<file path="config.mk">
export PLATFORM = sky130hd
export DESIGN_NAME = gpio_bank_ctrl
export DESIGN_NICKNAME = d
export VERILOG_FILES = /design/src/rtl/gpio_bank_pkg.sv /design/src/rtl/gpio_sync2.sv /design/src/rtl/gpio_port.sv /design/src/rtl/gpio_bank_ctrl.sv
export SDC_FILE = /design/constraint.sdc
export NUM_CORES = 1
export LEC_CHECK = 0
export BUFFER_PORTS_ARGS = -buffer_cell sky130_fd_sc_hd__buf_2
export CAP_MARGIN = 10
export CORE_MARGIN = 5
export CORE_UTILIZATION = 64
export DETAILED_ROUTE_END_ITERATION = 7
export PLACE_DENSITY_LB_ADDON = 0.25
export RECOVER_POWER = 25
export SLEW_MARGIN = 0
export SYNTH_ARGS = -nofsm -noshare
export SYNTH_HDL_FRONTEND = slang
export SYNTH_SLANG_ARGS = --single-unit
</file>
<file path="constraint.sdc">
create_clock -name clk_i -period 9.85 [get_ports clk_i]
set_clock_uncertainty 0.15 [all_clocks]
set_input_delay 1.97 -clock clk_i [delete_from_list [all_inputs] [get_ports clk_i]]
set_output_delay 1.97 -clock clk_i [all_outputs]
set_load 0.01 [all_outputs]
</file>
<file path="src/rtl/gpio_bank_pkg.sv">
package gpio_bank_pkg;
  localparam int PINS_PER_PORT = 8;
  localparam int BANK_STRIDE   = 'h30;

  localparam int OFS_CTRL  = 'h00;
  localparam int OFS_IN    = 'h04;
  localparam int OFS_OUT   = 'h08;
  localparam int OFS_MODE  = 'h0C;
  localparam int OFS_PDIS  = 'h10;
  localparam int OFS_EV    = 'h14;
  localparam int OFS_IEN   = 'h18;
  localparam int OFS_FORCE = 'h1C;
  localparam int OFS_ESEL  = 'h20;

  typedef enum logic [1:0] {
    DRV_INPUT = 2'b00,
    DRV_PUSH  = 2'b01,
    DRV_DRAIN = 2'b10,
    DRV_SRC   = 2'b11
  } drv_mode_e;
endpackage

</file>
<file path="src/rtl/gpio_sync2.sv">
module gpio_sync2 #(
  parameter int WIDTH = 8
) (
  input  logic             clk_i,
  input  logic             rst_ni,
  input  logic [WIDTH-1:0] d_i,
  output logic [WIDTH-1:0] q_o
);
  logic [WIDTH-1:0] meta_q, sync_q;

  always_ff @(posedge clk_i or negedge rst_ni) begin
    if (!rst_ni) begin
      meta_q <= '0;
      sync_q <= '0;
    end else begin
      meta_q <= d_i;
      sync_q <= meta_q;
    end
  end

  assign q_o = sync_q;
endmodule

</file>
<file path="src/rtl/gpio_port.sv">
module gpio_port
  import gpio_bank_pkg::*;
#(
  parameter int ADDR_W = 10,
  parameter int BASE   = 0
) (
  input  logic                         clk_i,
  input  logic                         rst_ni,
  input  logic [ADDR_W-1:0]            addr_i,
  input  logic                         we_i,
  input  logic [15:0]                  wdata_i,
  input  logic [PINS_PER_PORT-1:0]     pin_i,
  output logic [31:0]                  rdata_o,
  output logic [PINS_PER_PORT-1:0]     pin_o,
  output logic [PINS_PER_PORT-1:0]     pin_oe_o,
  output logic [PINS_PER_PORT-1:0]     pull_en_o,
  output logic [PINS_PER_PORT-1:0]     ev_o,
  output logic [PINS_PER_PORT-1:0]     ien_o,
  output logic [2*PINS_PER_PORT-1:0]   mode_o,
  output logic                         irq_o
);
  localparam int NP = PINS_PER_PORT;
  localparam logic [ADDR_W-1:0] BASE_A  = ADDR_W'(BASE);
  localparam logic [ADDR_W-1:0] LIMIT_A = ADDR_W'(BASE + BANK_STRIDE);

  logic [NP-1:0]   dout_q, pdis_q, ev_q, ien_q, force_q, esel_q;
  logic [2*NP-1:0] mode_q;
  logic [NP-1:0]   in_sync, prev_q, hit, ev_clr;
  logic            in_bank;
  logic [ADDR_W-1:0] off;

  assign in_bank = (addr_i >= BASE_A) && (addr_i < LIMIT_A);
  assign off     = addr_i - BASE_A;

  function automatic logic sel(input logic [ADDR_W-1:0] o, input int ofs);
    return o == ADDR_W'(ofs);
  endfunction

  gpio_sync2 #(.WIDTH(NP)) i_sync (
    .clk_i  (clk_i),
    .rst_ni (rst_ni),
    .d_i    (pin_i),
    .q_o    (in_sync)
  );

  // Edge detect on synchronised input
  for (genvar k = 0; k < NP; k++) begin : g_edge
    assign hit[k] = esel_q[k] ? (in_sync[k] & ~prev_q[k]) : (~in_sync[k] & prev_q[k]);
  end

  assign ev_clr = (we_i && in_bank && sel(off, OFS_EV)) ? wdata_i[NP-1:0] : '0;

  always_ff @(posedge clk_i or negedge rst_ni) begin
    if (!rst_ni) begin
      dout_q  <= '0;
      pdis_q  <= '0;
      ev_q    <= '0;
      ien_q   <= '0;
      force_q <= '0;
      esel_q  <= '0;
      mode_q  <= '0;
      prev_q  <= '0;
    end else begin
      prev_q <= in_sync;
      ev_q   <= (ev_q & ~ev_clr) | hit | force_q;
      if (we_i && in_bank) begin
        if (sel(off, OFS_OUT))   dout_q  <= wdata_i[NP-1:0];
        if (sel(off, OFS_MODE))  mode_q  <= wdata_i[2*NP-1:0];
        if (sel(off, OFS_PDIS))  pdis_q  <= wdata_i[NP-1:0];
        if (sel(off, OFS_IEN))   ien_q   <= wdata_i[NP-1:0];
        if (sel(off, OFS_FORCE)) force_q <= wdata_i[NP-1:0];
        if (sel(off, OFS_ESEL))  esel_q  <= wdata_i[NP-1:0];
      end
    end
  end

  always_comb begin
    rdata_o = '0;
    if (in_bank) begin
      if (sel(off, OFS_IN))    rdata_o[NP-1:0]   = in_sync;
      if (sel(off, OFS_OUT))   rdata_o[NP-1:0]   = dout_q;
      if (sel(off, OFS_MODE))  rdata_o[2*NP-1:0] = mode_q;
      if (sel(off, OFS_PDIS))  rdata_o[NP-1:0]   = pdis_q;
      if (sel(off, OFS_EV))    rdata_o[NP-1:0]   = ev_q;
      if (sel(off, OFS_IEN))   rdata_o[NP-1:0]   = ien_q;
      if (sel(off, OFS_FORCE)) rdata_o[NP-1:0]   = force_q;
      if (sel(off, OFS_ESEL))  rdata_o[NP-1:0]   = esel_q;
    end
  end

  // Pad drive per mode
  for (genvar k = 0; k < NP; k++) begin : g_pad
    always_comb begin
      unique case (drv_mode_e'(mode_q[2*k +: 2]))
        DRV_INPUT: pin_oe_o[k] = 1'b0;
        DRV_PUSH:  pin_oe_o[k] = 1'b1;
        DRV_DRAIN: pin_oe_o[k] = ~dout_q[k];
        DRV_SRC:   pin_oe_o[k] = dout_q[k];
        default:   pin_oe_o[k] = 1'b0;
      endcase
    end
  end

  assign pin_o     = dout_q;
  assign pull_en_o = ~pdis_q;
  assign ev_o      = ev_q;
  assign ien_o     = ien_q;
  assign mode_o    = mode_q;
  assign irq_o     = |(ev_q & ien_q);
endmodule

</file>
<file path="src/rtl/gpio_bank_ctrl.sv">
module gpio_bank_ctrl
  import gpio_bank_pkg::*;
#(
  parameter int          NUM_PORTS    = 7,
  parameter int          ADDR_W       = 10,
  parameter logic [6:0]  CORE_VERSION = 7'd5
) (
  input  logic                               clk_i,
  input  logic                               rst_ni,
  input  logic [ADDR_W-1:0]                  addr_i,
  input  logic                               we_i,
  input  logic [31:0]                        wdata_i,
  output logic [31:0]                        rdata_o,
  input  logic [NUM_PORTS*PINS_PER_PORT-1:0] pin_i,
  output logic [NUM_PORTS*PINS_PER_PORT-1:0] pin_o,
  output logic [NUM_PORTS*PINS_PER_PORT-1:0] pin_oe_o,
  output logic [NUM_PORTS*PINS_PER_PORT-1:0] pull_en_o,
  output logic [NUM_PORTS-1:0]               irq_o,
  output logic                               clk_req_o
);
  localparam int NP = PINS_PER_PORT;
  localparam int NPINS = NUM_PORTS * NP;

  logic [1:0]                ctrl_q;
  logic [NUM_PORTS-1:0][31:0] port_rd;
  logic [NPINS-1:0]          ev_w, ien_w;
  logic [2*NPINS-1:0]        mode_w;
  logic                      ctrl_sel;

  assign ctrl_sel = addr_i == ADDR_W'(OFS_CTRL);

  always_ff @(posedge clk_i or negedge rst_ni) begin
    if (!rst_ni)              ctrl_q <= '0;
    else if (we_i && ctrl_sel) ctrl_q <= wdata_i[1:0];
  end

  for (genvar p = 0; p < NUM_PORTS; p++) begin : g_port
    gpio_port #(
      .ADDR_W (ADDR_W),
      .BASE   (p * BANK_STRIDE)
    ) i_port (
      .clk_i     (clk_i),
      .rst_ni    (rst_ni),
      .addr_i    (addr_i),
      .we_i      (we_i),
      .wdata_i   (wdata_i[15:0]),
      .pin_i     (pin_i[p*NP +: NP]),
      .rdata_o   (port_rd[p]),
      .pin_o     (pin_o[p*NP +: NP]),
      .pin_oe_o  (pin_oe_o[p*NP +: NP]),
      .pull_en_o (pull_en_o[p*NP +: NP]),
      .ev_o      (ev_w[p*NP +: NP]),
      .ien_o     (ien_w[p*NP +: NP]),
      .mode_o    (mode_w[2*p*NP +: 2*NP]),
      .irq_o     (irq_o[p])
    );
  end

  always_comb begin
    rdata_o = '0;
    if (ctrl_sel) rdata_o[15:0] = {7'(NUM_PORTS), CORE_VERSION, ctrl_q};
    for (int p = 0; p < NUM_PORTS; p++) rdata_o |= port_rd[p];
  end

  assign clk_req_o = ctrl_q[0];
endmodule

</file>
* Word-level counts from Yosys, hierarchy flattened
Cells that the tools add are included.
** Word-level totals
- Flip-flop bits (word level) :: 618
- Input bits :: 101
- Output and inout bits :: 208
- Logic and storage cells :: 955
** Cells by class
- Add/subtract/negate cells :: 6
- $lt $le $gt $ge :: 14
- Equal/unequal tests :: 224
- Multiplexer cells :: 183
- Bitwise gates (word level) :: 329
- Reductions and logical operators :: 128
** Operators by type and width (number)
- two-way mux 8 bit :: 56
- == test 10 x 5 -> 1 bit (second input constant) :: 28
- == test 2 bit (second input constant) :: 112
- two-way mux 16 bit :: 14
- case mux 1 bit (4 select lines) :: 56
- NOT 1 bit :: 168
- == test 10 x 4 -> 1 bit (second input constant) :: 14
- AND 1 bit :: 112
- AND 8 bit :: 14
- == test 2 x 1 -> 1 bit (second input constant) :: 56
- zero test 2 bit :: 56
- NOT 8 bit :: 14
- bitwise OR 16 bit :: 7
- bitwise OR 8 bit :: 14
- AND reduction 2 bit :: 42
- == test 10 x 3 -> 1 bit (second input constant) :: 7
- == test 10 x 6 -> 1 bit (second input constant) :: 7
- two-way mux 1 bit :: 56
- OR reduction 8 bit :: 7
- greater-or-equal comparator 10 x 8 -> 1 bit (second input constant) :: 3
- < comparator 10 x 8 -> 1 bit (second input constant) :: 3
- subtractor 10 x 8 -> 10 bit (second input constant) :: 3
- logical AND 1 bit :: 22
- < comparator 10 x 9 -> 1 bit (second input constant) :: 2
- other kinds (11) :: 11

* Longest topological paths before layout
- Depth in word-level cells :: 17
- Depth in mapped cells :: 14
- Gate-level depth less buffers :: 9

* By module
A second synthesis with hierarchy kept.
** Second synthesis, totals
- Cells, all modules :: 2859
- Area, all modules :: 31666.6 um^2
** Modules (own cells, without submodules)
- gpio_port at g_port[3].i_port :: instances 1, cells an instance 394, area an instance 4205.3 um^2, sequential area each 1801.7 um^2
- gpio_port at g_port[2].i_port :: instances 1, cells an instance 393, area an instance 4098.9 um^2, sequential area each 1801.7 um^2
- gpio_port at g_port[6].i_port :: instances 1, cells an instance 367, area an instance 4062.6 um^2, sequential area each 1801.7 um^2
- gpio_port at g_port[1].i_port :: instances 1, cells an instance 374, area an instance 4011.3 um^2, sequential area each 1801.7 um^2
- gpio_port at g_port[0].i_port :: instances 1, cells an instance 369, area an instance 3997.6 um^2, sequential area each 1801.7 um^2
- gpio_port at g_port[4].i_port :: instances 1, cells an instance 376, area an instance 3968.8 um^2, sequential area each 1801.7 um^2
- gpio_port at g_port[5].i_port :: instances 1, cells an instance 367, area an instance 3905.0 um^2, sequential area each 1801.7 um^2
- gpio_sync2 :: instances 7, cells an instance 16, area an instance 400.4 um^2, sequential area each 400.4 um^2
- gpio_bank_ctrl :: instances 1, cells an instance 107, area an instance 614.3 um^2, sequential area each 50.0 um^2

* Worst setup path before layout
Ideal clock, no wire load.
- Kind :: input port to output port
- Start :: input addr_i[6]
- End :: output rdata_o[0]
- Arrival time :: 4.608 ns
- Data required time :: 7.730 ns
- Setup slack :: 3.122 ns
- Cell stages on the path :: 12
- Path buffers :: 3
- Cell sequence :: buf_4 > buf_4 > buf_2 > inv_1 > ha_1 > a21bo_1 > mux2_2 > nand2_1 > nor2_1 > a211oi_1 > a21oi_1 > or4_1
** On the way
- Cells in the longest elaborated chain, start to end :: 17
- Elaborated cells on any way between the ends :: 155
- Classes of those cells :: add/sub (6); order compare (14); eq/ne (56); mux (64); bitwise (7); reduce/logical (8)
** RTL lines
- start, declared :: line gpio_bank_ctrl.sv:10 : input logic [ADDR_W-1:0] addr_i,
- subtractor 10 x 6 -> 10 bit or == test 10 x 3 -> 1 bit (tied branches) :: line gpio_port.sv:33, gpio_port.sv:36
- == test 10 x 3 -> 1 bit or two-way mux 8 bit (tied branches) :: line gpio_port.sv:36, gpio_port.sv:80
- two-way mux 8 bit (on tied branches) :: line gpio_port.sv:80, gpio_port.sv:81
- two-way mux 8 bit or two-way mux 16 bit (tied branches) :: line gpio_port.sv:81, gpio_port.sv:82
- two-way mux 16 bit or two-way mux 8 bit (tied branches) :: line gpio_port.sv:82, gpio_port.sv:83
- two-way mux 8 bit (on tied branches) :: line gpio_port.sv:83, gpio_port.sv:84
- two-way mux 8 bit (on tied branches) :: line gpio_port.sv:84, gpio_port.sv:85
- two-way mux 8 bit (on tied branches) :: line gpio_port.sv:85, gpio_port.sv:86
- two-way mux 8 bit (on tied branches) :: line gpio_port.sv:86, gpio_port.sv:87
- two-way mux 8 bit or two-way mux 16 bit (tied branches) :: line gpio_port.sv:87, gpio_port.sv:79
- two-way mux 16 bit or bitwise OR 16 bit (tied branches) :: line gpio_port.sv:79, gpio_bank_ctrl.sv:62
- bitwise OR 16 bit (5 in a row) :: line gpio_bank_ctrl.sv:62 : for (int p = 0; p < NUM_PORTS; p++) rdata_o |= port_rd[p];
- bitwise OR 16 bit * :: line gpio_bank_ctrl.sv:62
- end, declared :: line gpio_bank_ctrl.sv:13 : output logic [31:0] rdata_o,
Mark *: on every way between the ends. The rest lies on a longest branch, timed or not.

* Worst setup path after layout
- Start :: input addr_i[6]
- End :: output rdata_o[15]
** On the way
- Cells in the longest elaborated chain, start to end :: 10
- Elaborated cells on any way between the ends :: 55
- Classes of those cells :: add/sub (6); order compare (14); eq/ne (7); mux (14); bitwise (7); reduce/logical (7)
** RTL lines
- subtractor 10 x 6 -> 10 bit, or another cell as far along :: line gpio_port.sv:33 : assign off = addr_i - BASE_A;
- == test 10 x 4 -> 1 bit, or another cell as far along :: line gpio_port.sv:36 : return o == ADDR_W'(ofs);
- two-way mux 16 bit (on tied branches) :: line gpio_port.sv:82, gpio_port.sv:79
- two-way mux 16 bit or bitwise OR 16 bit (tied branches) :: line gpio_port.sv:79, gpio_bank_ctrl.sv:62
- bitwise OR 16 bit (5 in a row) :: line gpio_bank_ctrl.sv:62
- bitwise OR 16 bit * :: line gpio_bank_ctrl.sv:62
Marks and branches as above.

==> flow_summary.toml <==
[clock_tree]
post_cts_buffers = 0
hold_buffers = 0
cts_buffers = 61
cts_resized = 0
clockBufferDepth = 3
clk_pin_slew_ps = 60
clock-sinks = 618
tritoncts = "built"
cts_max_level = 2
clockRootBuffer = "clkbuf_16"
insertion_delay_ps = 630

[worst_hold_path]
hold_depth = 0
hold_class = "reg -> reg"

[pwr]
power_density_nw_per_um2 = 161.3
total_power_uw = 5404
ir_drop_uv = 171.0
p_leak_uw = 0.01524

[route]
via_count = 23740
wl_um = 102300
dr.pass1.iters = 7
drtIter0Drc = 2899
drtAntennaViolNets = 0
drt-wirelength-per-cell_um = 29.66
vias_per_cell = 6.882
drc = 0

[final_layout]
fillCellCount = 3222
drive_above_1_share_pct = 30.97
layout.cells.non_filler = 3450
seq_area_um2 = 15460
fin_area_um2 = 33510
final_nets = 2892
finish.utilization_pct = 72.43
multi_input_area_um2 = 13180
syn_to_final_growth_pct = 12.90

[die]
ios = 309
die_area_um2 = 50780
row_count = 79
dieWidth_um = 225.3
core_area_um2 = 46260
start_util_pct = 64.16
die_h_um = 225.3

[sta]
worst-slew-pin-transition_ps = 3883
timing.fmax_mhz = 125.5
report.final.slew_viol_count = 209
fin_tns_setup_ps = 0
setup_viol = 0
relSlewSlack_pct = -158.9
rsz0062_at_grt = "false"
finalCritPeriodShare_pct = 80.92
fin_crit_ps = 7970
hold_viol_final = 0

[worst_setup_path]
arrival_ps = 5850
crit_path_end_kind = "primary output"
critPathRequiredTime_ps = 7730
crit_type = "in -> out"
reg2regPathDepth = 3
cp_max_fo = 30
start_kind = "input port"

[logic_synthesis]
synth_area_um2 = 29680
yosys.area.top_type = "dfrtp_1"
yosys_warnings = 0
yosysMostFrequentCell = "dfrtp_1"
synth_edf_count = 0
synth_area_per_cell_um2 = 11.54
netlist_instances = 2572
yosysUniqueCellTypes = 92
yosysTopAreaCellShare_pct = 52.11
ys_ff_latch = 618
synthArstFlopShare_pct = 100.0
ys_top_cells_by_count = "dfrtp_1 (618), mux2_2 (405), nand2_1 (195)"
ys_top_cells_by_area = "dfrtp_1 (52%), mux2_2 (15%), nand2_1 (2.5%)"
ys.flop_type = "dfrtp_1"
ys_seq_area_share_pct = 52.11

[global_route]
grtUsageTotal_pct = 39.68
grt_pass1_wl_um = 152300
grt_max_degree = 176
antenna_found_initial = 11
grt_pass1_vias = 24040
grt-ovfl-total = 0

[job]
max_cap_viol_count = 2

[run_status]
violations = "capacitance limit, slew limit"
status = "complete, but fails checks"

[placement]
place_congestion = 1.023
numPortBuffers = 276
place_area_um2 = 31380
dp_cells = 3330
dp_hpwl_um = 68940
sequential cells by signal (all words and copies together), names as in the netlist:
register                     count
g_port.i_port.mode_o           112
g_port.i_port.esel_q            56
g_port.i_port.ev_o              56
g_port.i_port.force_q           56
g_port.i_port.i_sync.meta_q     56
g_port.i_port.i_sync.q_o        56
g_port.i_port.ien_o             56
g_port.i_port.pdis_q            56
g_port.i_port.pin_o             56
g_port.i_port.prev_q            56
ctrl_q                           2
stage by stage:
stage / worst slack [ps] / hold slack (ps)
2_1_floorplan: 3122 / 181.2
3_3_place_gp: 2075 / 182.2
3_5_place_dp: 1995 / 184.7
4_1_cts: 2014 / 197.3
5_1_grt: 1810 / 203.2
6_report: 1880 / 195.4
cell usage in the layout (no fill, tap or decap), drive strengths merged, types with 33 or more instances in the layout:
master	n
o22ai	42
mux2	412
buf	311
nor2	92
xnor2	57
o21ai	142
nor3	38
inv	66
clkbuf	94
a22oi	85
dfrtp	618
a21oi	79
nand3b	53
nand3	33
nand2	199
a211o	60
nand2b	115
critical path, stage by stage:
cell and delay, ps:
buf_2 570, inv_1 300, ha_1 460, a2111oi_1 490, a41o_1 420, nand2_1 370
nor2_1 760, a221o_1 320, buf_2 160
report_power, final:
| part | switching [µW] | total (µW) | internal [µW] |
|---|---|---|---|
| logic | 233 | 319 | 86.5 |
| clock network | 1010 | 2470 | 1460 |
| registers | 31.5 | 2610 | 2580 |
| total | 1280 | 5400 | 4130 |
final cells by class:
cell class | count | share of cell area (%)
multi-input cells | 1725 | 39.33
inverters | 65 | 0.7282
flip-flops and latches | 618 | 46.16
clock buffers | 90 | 5.303
well taps | 607 | 2.267
diodes | 5 | 0.03734
repair buffers | 315 | 5.127
clock inverters | 25 | 1.057
final timing paths:
| kind | slack (ps) | end | from |
|---|---|---|---|
| max in group asynchronous | 3900 | g_port[5].i_port.i_sync.meta_q[4] | rst_ni |
| min in group asynchronous | 1280 | g_port[3].i_port.i_sync.q_o[1] | rst_ni |
| max reg2reg | 8540 | g_port[2].i_port.ev_o[6] | g_port[2].i_port.i_sync.q_o[6] |
| max | 1880 | rdata_o[15] | addr_i[6] |
| min reg2reg | 200 | g_port[5].i_port.i_sync.q_o[2] | g_port[5].i_port.i_sync.meta_q[2] |
| min | 200 | g_port[5].i_port.i_sync.q_o[2] | g_port[5].i_port.i_sync.meta_q[2] |
per-layer routing:
metal | up-vias | track usage (%) | share of wire (%)
li1 | 9799 | - | -
met1 | 12010 | 53.28 | 38
met2 | 1529 | 59.43 | 45
met3 | 393 | 10.68 | 11
met4 | 14 | 21.57 | 6.0
met5 | - | 0 | 0.10
cell families (layout without fill, tap and decap cells):
| logic type | count (synthesis) | in the layout | share of synthesized area, % |
|---|---|---|---|
| adder cells (fa/ha/maj) | 5 | 5 | 0.2108 |
| AO/OA/AOI/OAI | 583 | 583 | 13.55 |
| AND/OR/NAND/NOR | 626 | 626 | 11.91 |
| XOR/XNOR | 58 | 58 | 1.712 |
| flip-flops | 618 | 618 | 52.11 |
| other | 1 | 21 | 0.01264 |
| buffers and inverters | 244 | 495 | 3.900 |
| multiplexers | 437 | 437 | 16.60 |
Note: power is estimated with default switching activity, not from simulation.
